$ cat src/rtl/dma_chan_pkg.sv
package dma_chan_pkg;
  localparam int AW  = 32;
  localparam int SZW = 16;
  localparam int RNW = 8;

  localparam logic [AW-1:0] PHYS_MASK = 32'h1FFF_FFFF;

  localparam logic [2:0] RA_CTRL  = 3'd0;
  localparam logic [2:0] RA_EVT   = 3'd1;
  localparam logic [2:0] RA_SRC   = 3'd2;
  localparam logic [2:0] RA_DST   = 3'd3;
  localparam logic [2:0] RA_SSZ   = 3'd4;
  localparam logic [2:0] RA_DSZ   = 3'd5;
  localparam logic [2:0] RA_CSZ   = 3'd6;
  localparam logic [2:0] RA_ABORT = 3'd7;

  typedef enum logic {ST_IDLE, ST_XFER} xfer_st_t;

  typedef struct packed {
    logic           en;
    logic           auto_en;
    logic [1:0]     prio;
    logic [RNW-1:0] req_num;
    logic           start_en;
    logic [AW-1:0]  src_base;
    logic [AW-1:0]  dst_base;
    logic [SZW-1:0] ssz;
    logic [SZW-1:0] dsz;
    logic [SZW-1:0] csz;
  } chan_cfg_t;

  function automatic logic [AW-1:0] to_phys(input logic [AW-1:0] v);
    return v & PHYS_MASK;
  endfunction

  // a programmed size of zero counts as one byte
  function automatic logic [SZW-1:0] eff_size(input logic [SZW-1:0] s);
    return (s == '0) ? SZW'(1) : s;
  endfunction

  function automatic logic [SZW-1:0] blk_len(input logic [SZW-1:0] a,
                                             input logic [SZW-1:0] b);
    return (a > b) ? a : b;
  endfunction

  function automatic logic [SZW-1:0] wrap_next(input logic [SZW-1:0] p,
                                               input logic [SZW-1:0] lim);
    return (p + SZW'(1) >= lim) ? '0 : p + SZW'(1);
  endfunction
endpackage

$ cat src/rtl/dma_chan_regs.sv
module dma_chan_regs
  import dma_chan_pkg::*;
(
  input  logic            clk,
  input  logic            rst_n,
  input  logic            we,
  input  logic [2:0]      addr,
  input  logic [AW-1:0]   wdata,
  input  logic            done_clr,
  output logic            abort_hit,
  output chan_cfg_t       cfg
);
  logic ctrl_wr;
  assign ctrl_wr   = we && (addr == RA_CTRL);
  assign abort_hit = we && (addr == RA_ABORT);

  always_ff @(posedge clk) begin
    if (!rst_n) begin
      cfg <= '0;
    end else begin
      if (we) begin
        case (addr)
          RA_CTRL: begin
            cfg.en      <= wdata[7];
            cfg.auto_en <= wdata[4];
            cfg.prio    <= wdata[1:0];
          end
          RA_EVT: begin
            cfg.req_num  <= wdata[15:8];
            cfg.start_en <= wdata[4];
          end
          RA_SRC:  cfg.src_base <= to_phys(wdata);
          RA_DST:  cfg.dst_base <= to_phys(wdata);
          RA_SSZ:  cfg.ssz <= wdata[SZW-1:0];
          RA_DSZ:  cfg.dsz <= wdata[SZW-1:0];
          RA_CSZ:  cfg.csz <= wdata[SZW-1:0];
          default: ;
        endcase
      end
      if (!ctrl_wr && (done_clr || abort_hit)) cfg.en <= 1'b0;
    end
  end


  en_drop_chk: assert property (@(posedge clk) disable iff (!rst_n)
    (done_clr && !ctrl_wr) |=> !cfg.en);


  abort_dis_chk: assert property (@(posedge clk) disable iff (!rst_n)
    abort_hit |=> !cfg.en);
endmodule

$ cat src/rtl/dma_trig_capture.sv
module dma_trig_capture #(
  parameter int NIRQ = 32,
  parameter int RNW  = 8
) (
  input  logic            clk,
  input  logic            rst_n,
  input  logic [NIRQ-1:0] irq_in,
  input  logic [RNW-1:0]  req_num,
  input  logic            start_en,
  input  logic            consume,
  input  logic            flush,
  output logic            pend
);
  localparam int IW = (NIRQ > 1) ? $clog2(NIRQ) : 1;

  logic sel_now, sel_prev, set_ev;

  assign sel_now = ({1'b0, req_num} < (RNW+1)'(NIRQ)) ? irq_in[req_num[IW-1:0]] : 1'b0;
  assign set_ev  = start_en && sel_now && !sel_prev;

  always_ff @(posedge clk) begin
    if (!rst_n) begin
      sel_prev <= 1'b0;
      pend     <= 1'b0;
    end else begin
      sel_prev <= sel_now;
      pend     <= set_ev || (pend && !consume && !flush);
    end
  end


  capture_chk: assert property (@(posedge clk) disable iff (!rst_n)
    set_ev |=> pend);


  hold_chk: assert property (@(posedge clk) disable iff (!rst_n)
    (pend && !consume && !flush) |=> pend);


  flush_chk: assert property (@(posedge clk) disable iff (!rst_n)
    (flush && !set_ev) |=> !pend);
endmodule

$ cat src/rtl/dma_wrap_ptr.sv
module dma_wrap_ptr #(
  parameter int W = 16
) (
  input  logic         clk,
  input  logic         rst_n,
  input  logic         inc,
  input  logic         clr,
  input  logic [W-1:0] lim,
  output logic [W-1:0] ptr
);
  always_ff @(posedge clk) begin
    if (!rst_n)   ptr <= '0;
    else if (clr) ptr <= '0;
    else if (inc) ptr <= (ptr + W'(1) >= lim) ? '0 : ptr + W'(1);
  end


  wrap_chk: assert property (@(posedge clk) disable iff (!rst_n)
    (inc && !clr && (ptr + W'(1) == lim)) |=> (ptr == '0));


  step_chk: assert property (@(posedge clk) disable iff (!rst_n)
    (inc && !clr && (ptr + W'(1) < lim)) |=> (ptr == $past(ptr) + W'(1)));
endmodule

$ cat src/rtl/dma_chan_engine.sv
module dma_chan_engine
  import dma_chan_pkg::*;
#(
  parameter int NIRQ = 32
) (
  input  logic            clk,
  input  logic            rst_n,
  input  logic            cfg_we,
  input  logic [2:0]      cfg_addr,
  input  logic [31:0]     cfg_wdata,
  input  logic [NIRQ-1:0] irq_in,
  output logic            m_rd_en,
  output logic [31:0]     m_rd_addr,
  input  logic [7:0]      m_rd_data,
  output logic            m_wr_en,
  output logic [31:0]     m_wr_addr,
  output logic [7:0]      m_wr_data,
  output logic            busy_o,
  output logic            pending_o,
  output logic            chan_en_o,
  output logic [1:0]      prio_o,
  output logic            blk_done_o,
  output logic            aborted_o
);
  chan_cfg_t      cfg;
  xfer_st_t       st;
  logic           abort_hit, pend;
  logic           start_cell, move_byte, last_blk, last_cell, done_clr;
  logic [SZW-1:0] slen, dlen, clen, blen;
  logic [SZW-1:0] blk_cnt, cel_cnt, sptr, dptr;
  logic           blk_done_q, aborted_q;

  assign slen = eff_size(cfg.ssz);
  assign dlen = eff_size(cfg.dsz);
  assign clen = eff_size(cfg.csz);
  assign blen = blk_len(slen, dlen);

  assign start_cell = (st == ST_IDLE) && cfg.en && pend && !abort_hit;
  assign move_byte  = (st == ST_XFER) && !abort_hit;
  assign last_blk   = move_byte && (blk_cnt + SZW'(1) >= blen);
  assign last_cell  = move_byte && (cel_cnt + SZW'(1) >= clen);
  assign done_clr   = last_blk && !cfg.auto_en;

  dma_chan_regs u_regs (
    .clk(clk), .rst_n(rst_n), .we(cfg_we), .addr(cfg_addr), .wdata(cfg_wdata),
    .done_clr(done_clr), .abort_hit(abort_hit), .cfg(cfg)
  );

  dma_trig_capture #(.NIRQ(NIRQ), .RNW(RNW)) u_trig (
    .clk(clk), .rst_n(rst_n), .irq_in(irq_in), .req_num(cfg.req_num),
    .start_en(cfg.start_en), .consume(start_cell), .flush(abort_hit), .pend(pend)
  );

  dma_wrap_ptr #(.W(SZW)) u_sptr (
    .clk(clk), .rst_n(rst_n), .inc(move_byte), .clr(last_blk || abort_hit),
    .lim(slen), .ptr(sptr)
  );

  dma_wrap_ptr #(.W(SZW)) u_dptr (
    .clk(clk), .rst_n(rst_n), .inc(move_byte), .clr(last_blk || abort_hit),
    .lim(dlen), .ptr(dptr)
  );

  always_ff @(posedge clk) begin
    if (!rst_n) begin
      st         <= ST_IDLE;
      blk_cnt    <= '0;
      cel_cnt    <= '0;
      blk_done_q <= 1'b0;
      aborted_q  <= 1'b0;
    end else begin
      blk_done_q <= last_blk;
      aborted_q  <= abort_hit;
      if (abort_hit) begin
        st      <= ST_IDLE;
        blk_cnt <= '0;
        cel_cnt <= '0;
      end else if (start_cell) begin
        st      <= ST_XFER;
        cel_cnt <= '0;
      end else if (move_byte) begin
        blk_cnt <= last_blk ? '0 : blk_cnt + SZW'(1);
        cel_cnt <= cel_cnt + SZW'(1);
        if (last_blk || last_cell) st <= ST_IDLE;
      end
    end
  end

  assign m_rd_en    = move_byte;
  assign m_wr_en    = move_byte;
  assign m_rd_addr  = cfg.src_base + {{(AW-SZW){1'b0}}, sptr};
  assign m_wr_addr  = cfg.dst_base + {{(AW-SZW){1'b0}}, dptr};
  assign m_wr_data  = m_rd_data;
  assign busy_o     = (st == ST_XFER);
  assign pending_o  = pend;
  assign chan_en_o  = cfg.en;
  assign prio_o     = cfg.prio;
  assign blk_done_o = blk_done_q;
  assign aborted_o  = aborted_q;


  cell_bound_chk: assert property (@(posedge clk) disable iff (!rst_n)
    busy_o |-> (cel_cnt < clen));


  start_chk: assert property (@(posedge clk) disable iff (!rst_n)
    start_cell |=> (busy_o && !pending_o) || !pending_o || busy_o);


  blk_end_chk: assert property (@(posedge clk) disable iff (!rst_n)
    last_blk |=> (blk_done_o && !busy_o && sptr == '0 && dptr == '0));


  abort_stop_chk: assert property (@(posedge clk) disable iff (!rst_n)
    abort_hit |=> (!busy_o && aborted_o && sptr == '0 && dptr == '0));


  strobe_pair_chk: assert property (@(posedge clk) disable iff (!rst_n)
    m_wr_en |-> (m_rd_en && busy_o));
endmodule

$ cat config.mk
export PLATFORM = sky130hd
export DESIGN_NAME = dma_chan_engine
export DESIGN_NICKNAME = d
export VERILOG_FILES = /design/src/rtl/dma_chan_pkg.sv /design/src/rtl/dma_chan_regs.sv /design/src/rtl/dma_trig_capture.sv /design/src/rtl/dma_wrap_ptr.sv /design/src/rtl/dma_chan_engine.sv
export SDC_FILE = /design/constraint.sdc
export NUM_CORES = 1
export LEC_CHECK = 0
export CAP_MARGIN = 20
export CORE_ASPECT_RATIO = 0.8
export CORE_MARGIN = 2
export CORE_UTILIZATION = 32
export CTS_CLUSTER_DIAMETER = 30
export DETAILED_ROUTE_END_ITERATION = 10
export SLEW_MARGIN = 10
export SYNTH_ARGS = -nofsm -noshare
export SYNTH_HDL_FRONTEND = slang
export SYNTH_SLANG_ARGS = --single-unit
$ cat constraint.sdc
create_clock -name clk -period 10.3 [get_ports clk]
set_clock_uncertainty 0.05 [all_clocks]
set_input_delay 2.06 -clock clk [delete_from_list [all_inputs] [get_ports clk]]
set_output_delay 2.06 -clock clk [all_outputs]
set_load 0.005 [all_outputs]
### Word-level counts from Yosys, hierarchy flattened

Index checks and enable logic that the tools add are counted.

| word-level totals | value |
|---|---|
| bits in registers | 188 |
| output and inout port bits | 81 |
| word-level logic and storage cells | 97 |
| input bits | 78 |

| operators by class | value |
|---|---|
| bitwise logic cells | 3 |
| equality and inequality tests | 7 |
| add/subtract/negate cells | 6 |
| multiplexer cells | 13 |
| order comparisons | 7 |
| reduce and logical (&&, ||, !) cells | 42 |

Operators by type and width:

| kind | count |
|---|---|
| two-way mux 16 bit | 7 |
| adder 16 x 1 -> 16 bit (second input constant) | 4 |
| greater-or-equal comparator 16 bit | 4 |
| adder 29 x 16 -> 30 bit | 2 |
| zero test 16 bit | 3 |
| AND reduction 2 bit | 9 |
| greater-than comparator 16 bit | 1 |
| logical AND 1 bit | 14 |
| equality test 3 bit (second input constant) | 4 |
| less-than comparator 8 x 6 -> 1 bit (second input constant) | 1 |
| equality test 3 x 2 -> 1 bit (second input constant) | 2 |
| less-than comparator 5 x 6 -> 1 bit (second input constant) | 1 |
| OR reduction 2 bit | 3 |
| binary-select mux 1 bit (select 5 bit) | 1 |
| zero test 1 bit | 5 |
| two-way mux 1 bit | 5 |
| logical OR 1 bit | 4 |
| nonzero test 2 bit | 2 |
| equality test 3 x 1 -> 1 bit (second input constant) | 1 |
| zero test 3 bit | 1 |
| NOT 1 bit | 3 |
| OR reduction 3 bit | 1 |

### Logic depth before layout (Yosys ltp)

| depth | value |
|---|---|
| word-level depth | 10 |
| gate-level depth with buffers | 20 |
| depth with buffers taken out | 17 |

### Hierarchy

Synthesis repeated with hierarchy kept, for this count alone.

| unflattened totals | value |
|---|---|
| cells, all modules | 1,648 |
| area total of the unflattened synthesis | 13,285.2 sq um |

By module, submodules not included:

| module | sequential area each (sq um) | instances | area each (sq um) | cells an instance |
|---|---|---|---|---|
| dma_chan_engine | 700.7 | 1 | 5,552.8 | 768 |
| dma_chan_regs | 2,382.3 | 1 | 4,624.4 | 535 |
| dma_wrap_ptr (u_sptr) | 320.3 | 1 | 1,397.6 | 155 |
| dma_wrap_ptr (u_dptr) | 320.3 | 1 | 1,310.0 | 157 |
| dma_trig_capture | 40.0 | 1 | 400.4 | 33 |

### Least setup slack after synthesis

Ideal clock, no wire load.

| path | value |
|---|---|
| kind | input -> output |
| start point | in cfg_addr[0] |
| end point | out m_wr_en |
| arrival time | 3.055 ns |
| required time | 8.190 ns |
| stages on the path | 6 |
| setup slack | 5.135 ns |
| path buffers | 3 |
| cells stage by stage | clkbuf_1 -> nand4_1 -> nand2_1 -> inv_2 -> buf_1 -> buf_4 |

| between the ends | value |
|---|---|
| longest elaborated chain between the ends | 4 |

Ends and longest elaborated chain:

| what | line | source |
|---|---|---|
| from (decl) | dma_chan_engine.sv:9 | `input logic [2:0] cfg_addr,` |
| equality test 3 bit | dma_chan_regs.sv:15 | `assign abort_hit = we && (addr == RA_ABORT);` |
| logical AND 1 bit | dma_chan_regs.sv:15 |  |
| zero test 1 bit | dma_chan_engine.sv:39 | `assign move_byte = (st == ST_XFER) && !abort_hit;` |
| logical AND 1 bit | dma_chan_engine.sv:39 |  |
| to (decl) | dma_chan_engine.sv:15 | `output logic m_wr_en,` |

No other way between the ends.

### Final worst setup path

Same ends and word-level chain as after synthesis.

==> key figures <==
Routing
  – DRT iter0 DRCs: slightly above 900
  – Vias: 11100
  – DRC: 0
  – Final ANT Viol Nets: 0
  – Vias/cell: 5.16
  – Routed len/inst: around 17 microns
  – DR pass1 iterations: 5
  – Final WL: 36300 microns

Final layout
  – Fin nets: 1850
  – Finished Core Util: 0.387
  – Register area: 3760 sq um
  – FILL cells: 3878
  – Footprint of the multi-input gates: about 7800 sq um
  – Syn-to-layout area delta: 18.6%
  – Finished Layout Cells: 2154
  – Commonest cells after routing, fill and taps aside: nand2_1, a21oi_1, dfxtp_1, clkdlybuf4s50_1, ha_1
  – Fin area: 14500 sq um
  – Layout cells sized above 1: 0.0414
  – Antenna cells: 0
  – Commonest non-fill, non-tap cell in the layout: nand2_1

Die
  – Row count: 63
  – Die area: about 40000 sq um
  – Starting Density: 0.327
  – # IOs: 159
  – Core Area: 37400 sq um
  – Die Wd: 222 microns
  – Chip Height: 179 microns

Synth
  – Post-synth EDFFs: 0
  – Seq cells post-synth: between 150 and 200
  – Sequential area share after synthesis: 0.308
  – Post-synth top flop: dfxtp_1
  – Synth top area share: 0.308
  – Biggest area consumer among synthesized cells: dfxtp_1
  – Synth area leaders: dfxtp_1, ha_1, nand2_1, a21oi_1, xnor2_1
  – Fraction of registers with async set/reset: 0
  – Syn_area_per_cell: ~7.7 sq um
  – Gate Count Post-Synth: 1578
  – Synth warn: 0
  – Cell Area, Synth: between 10000 and 15000 sq um
  – Library cells used by synthesis: 66

Worst setup path
  – CP peak stage delay: 660 ps
  – Worst path top cell family by delay: buffers and inverters
  – Cells along the critical path: clkdlybuf4s50_1 > nand4_1 > nand2_1 > buf_4 > inv_2 > buf_4 > clkdlybuf4s50_1
  – CP startpoint: cfg_addr[0]
  – CP Max Fanout: 40
  – R2R cell count: 18
  – Stages on the worst setup path: 7
  – CP endpoint kind: output port
  – CP Class: input port to output port
  – Crit path arrival time: 4550 ps
  – Worst Setup EP: m_wr_en
  – Crit start category: input port
  – FF-to-FF End: blk_cnt[11]
  – Slowest cell on the critical path: clkdlybuf4s50_1
  – Reg-to-reg slack, setup: 5050 ps
  – WP data required: just over 8000 ps
  – Crit Reg-Reg Startpoint: u_regs.cfg[30]
  – Worst path bufs/invs: 5

Timing
  – Tmin final: around 6700 ps
  – Hold_ws: a little over 400 ps
  – Final Hold Fails: 0
  – Max-slew headroom: 0.274
  – Pins Over Slew Limit: 0
  – Max frequency: between 150 and 200 MHz
  – Setup TNS: 0 ps
  – Worst-Margin Slew: 1080 ps
  – Unrepaired setup endpoints after global routing: no
  – # setup viols final: 0
  – Post-route setup slack: 3640 ps
  – Tcrit/Tclk final: 0.647

CTS
  – Clk Latency, worst-skew pair: 470 ps
  – Clock root buffer: clkbuf_16
  – PostCTS Resize Cnt: 0
  – CTS tree: built
  – Clk buf depth: 2
  – Num CTS Buffers: 17
  – Clock-pin slew on the worst setup and hold paths: around 80 ps
  – H-tree depth: 4
  – CTS Hold Bufs: 0
  – Setup Fix Bufs, Post-CTS: 0
  – CTS Sinks: 188

Power
  – PwrDens: 111 nW/um^2
  – Worst vdd ir: around 0.13 mV
  – Leak: 5.55 nW
  – Total power: 1.60 mW

Hold path
  – Class of the worst hold path: flip-flop to flip-flop

GRT
  – Initial antenna violation count: 0
  – Total congestion overflow: 0
  – Tot GR Track Use: 0.184
  – Most used routing layer: met2
  – Global routing usage on met2: 0.285
  – Vias in the first global route: 10500
  – First-pass GRT wire length: about 57000 microns
  – M3 GR Usage: 0.0385
  – Largest net degree at the start of global routing: 69
  – GRT met1 Usage: 0.259

Place
  – Placed cells: around 2100
  – Final GP Congestion: 0.895
  – DP HPWL: 27300 microns
  – Dpl cell area: 13900 sq um
  – Pre-CTS setup slack: 3620 ps
  – Port bufs: 135

Flow run
  – Max Cap Viol: 0

Status
  – Status: finished clean
-- logic make-up after synthesis --
family | share of synthesized area
and+or+nand+nor | 0.227
xor gates and xnor gates | 0.0926
muxes | 0.0350
other | 0.000307
adders and majority gates | 0.122
buffers and inverters | 0.0556
AOI/OAI and AO/OA | 0.159
DFF | 0.308
-- cell type report --
class                   count  area share
well taps                 487      0.0421
multi-input cells        1231       0.538
clock inverters            15      0.0113
inverters                  70      0.0182
repair buffers            146       0.101
flip-flops and latches    188       0.260
clock buffers              17      0.0294
-- power breakdown --
group / internal, mW / total [mW] / switching [mW]
Sequential: 0.736 / 0.747 / 0.0108
Clock: 0.347 / 0.675 / 0.328
Combinational: 0.0823 / 0.183 / 0.101
-- worst register-to-register path: stages (launching register included) --
cell	delay (ps)
dfxtp_1	430
inv_1	110
ha_1	290
nand2_1	60
nor3_1	290
nand4_1	180
a21oi_1	160
a21oi_1	70
a31oi_2	250
mux2_2	370
ha_1	260
nand2b_1	130
a2111oi_0	450
or4_1	190
a31oi_1	80
o21ai_1	360
nand2_1	620
buf_4	480
a311oi_1	310
-- registers in the layout, summed over array words and instances (netlist names) --
| register | flops |
|---|---|
| u_regs.cfg | 119 |
| blk_cnt | 16 |
| cel_cnt | 16 |
| u_dptr.ptr | 16 |
| u_sptr.ptr | 16 |
| aborted_o | 1 |
| blk_done_o | 1 |
| busy_o | 1 |
| u_trig.pend | 1 |
| u_trig.sel_prev | 1 |
-- routing by layer --
layer,vias up,share of wire
met1,5276,0.50
met5,-,0
met4,0,0.018
li1,5577,-
met3,45,0.048
met2,227,0.43
-- synthesized netlist by cell type (all sizes together), types with 4 or more instances --
library cell  count
clkbuf           66
nand4            26
or3               6
or2               4
ha              116
xnor2            71
a211oi           13
nand2b           14
nand2           319
a31oi            10
a21oi           191
o21ai            45
dfxtp           188
and4              5
xor2             58
o21a              6
o211ai            6
a21o             17
mux4             10
and2              5
buf              26
nor2            108
nor3             22
nand3b            8
and3             23
nand3            46
nor2b            15
nor4             11
a22oi            11
inv              70
mux2i            19
-- how the worst min path moves through the flow --
stage                                from  cells past startpoint  slack, ps         endpoint
after floorplan           u_regs.cfg[119]                      1        360  u_trig.sel_prev
after global placement    u_regs.cfg[119]                      1        380  u_trig.sel_prev
after detailed placement  u_regs.cfg[119]                      1        380  u_trig.sel_prev
after CTS                 u_regs.cfg[119]                      1        400  u_trig.sel_prev
after global routing      u_regs.cfg[119]                      1        420  u_trig.sel_prev
final                     u_regs.cfg[119]                      1        400  u_trig.sel_prev
(Power assumes the default switching activity.)
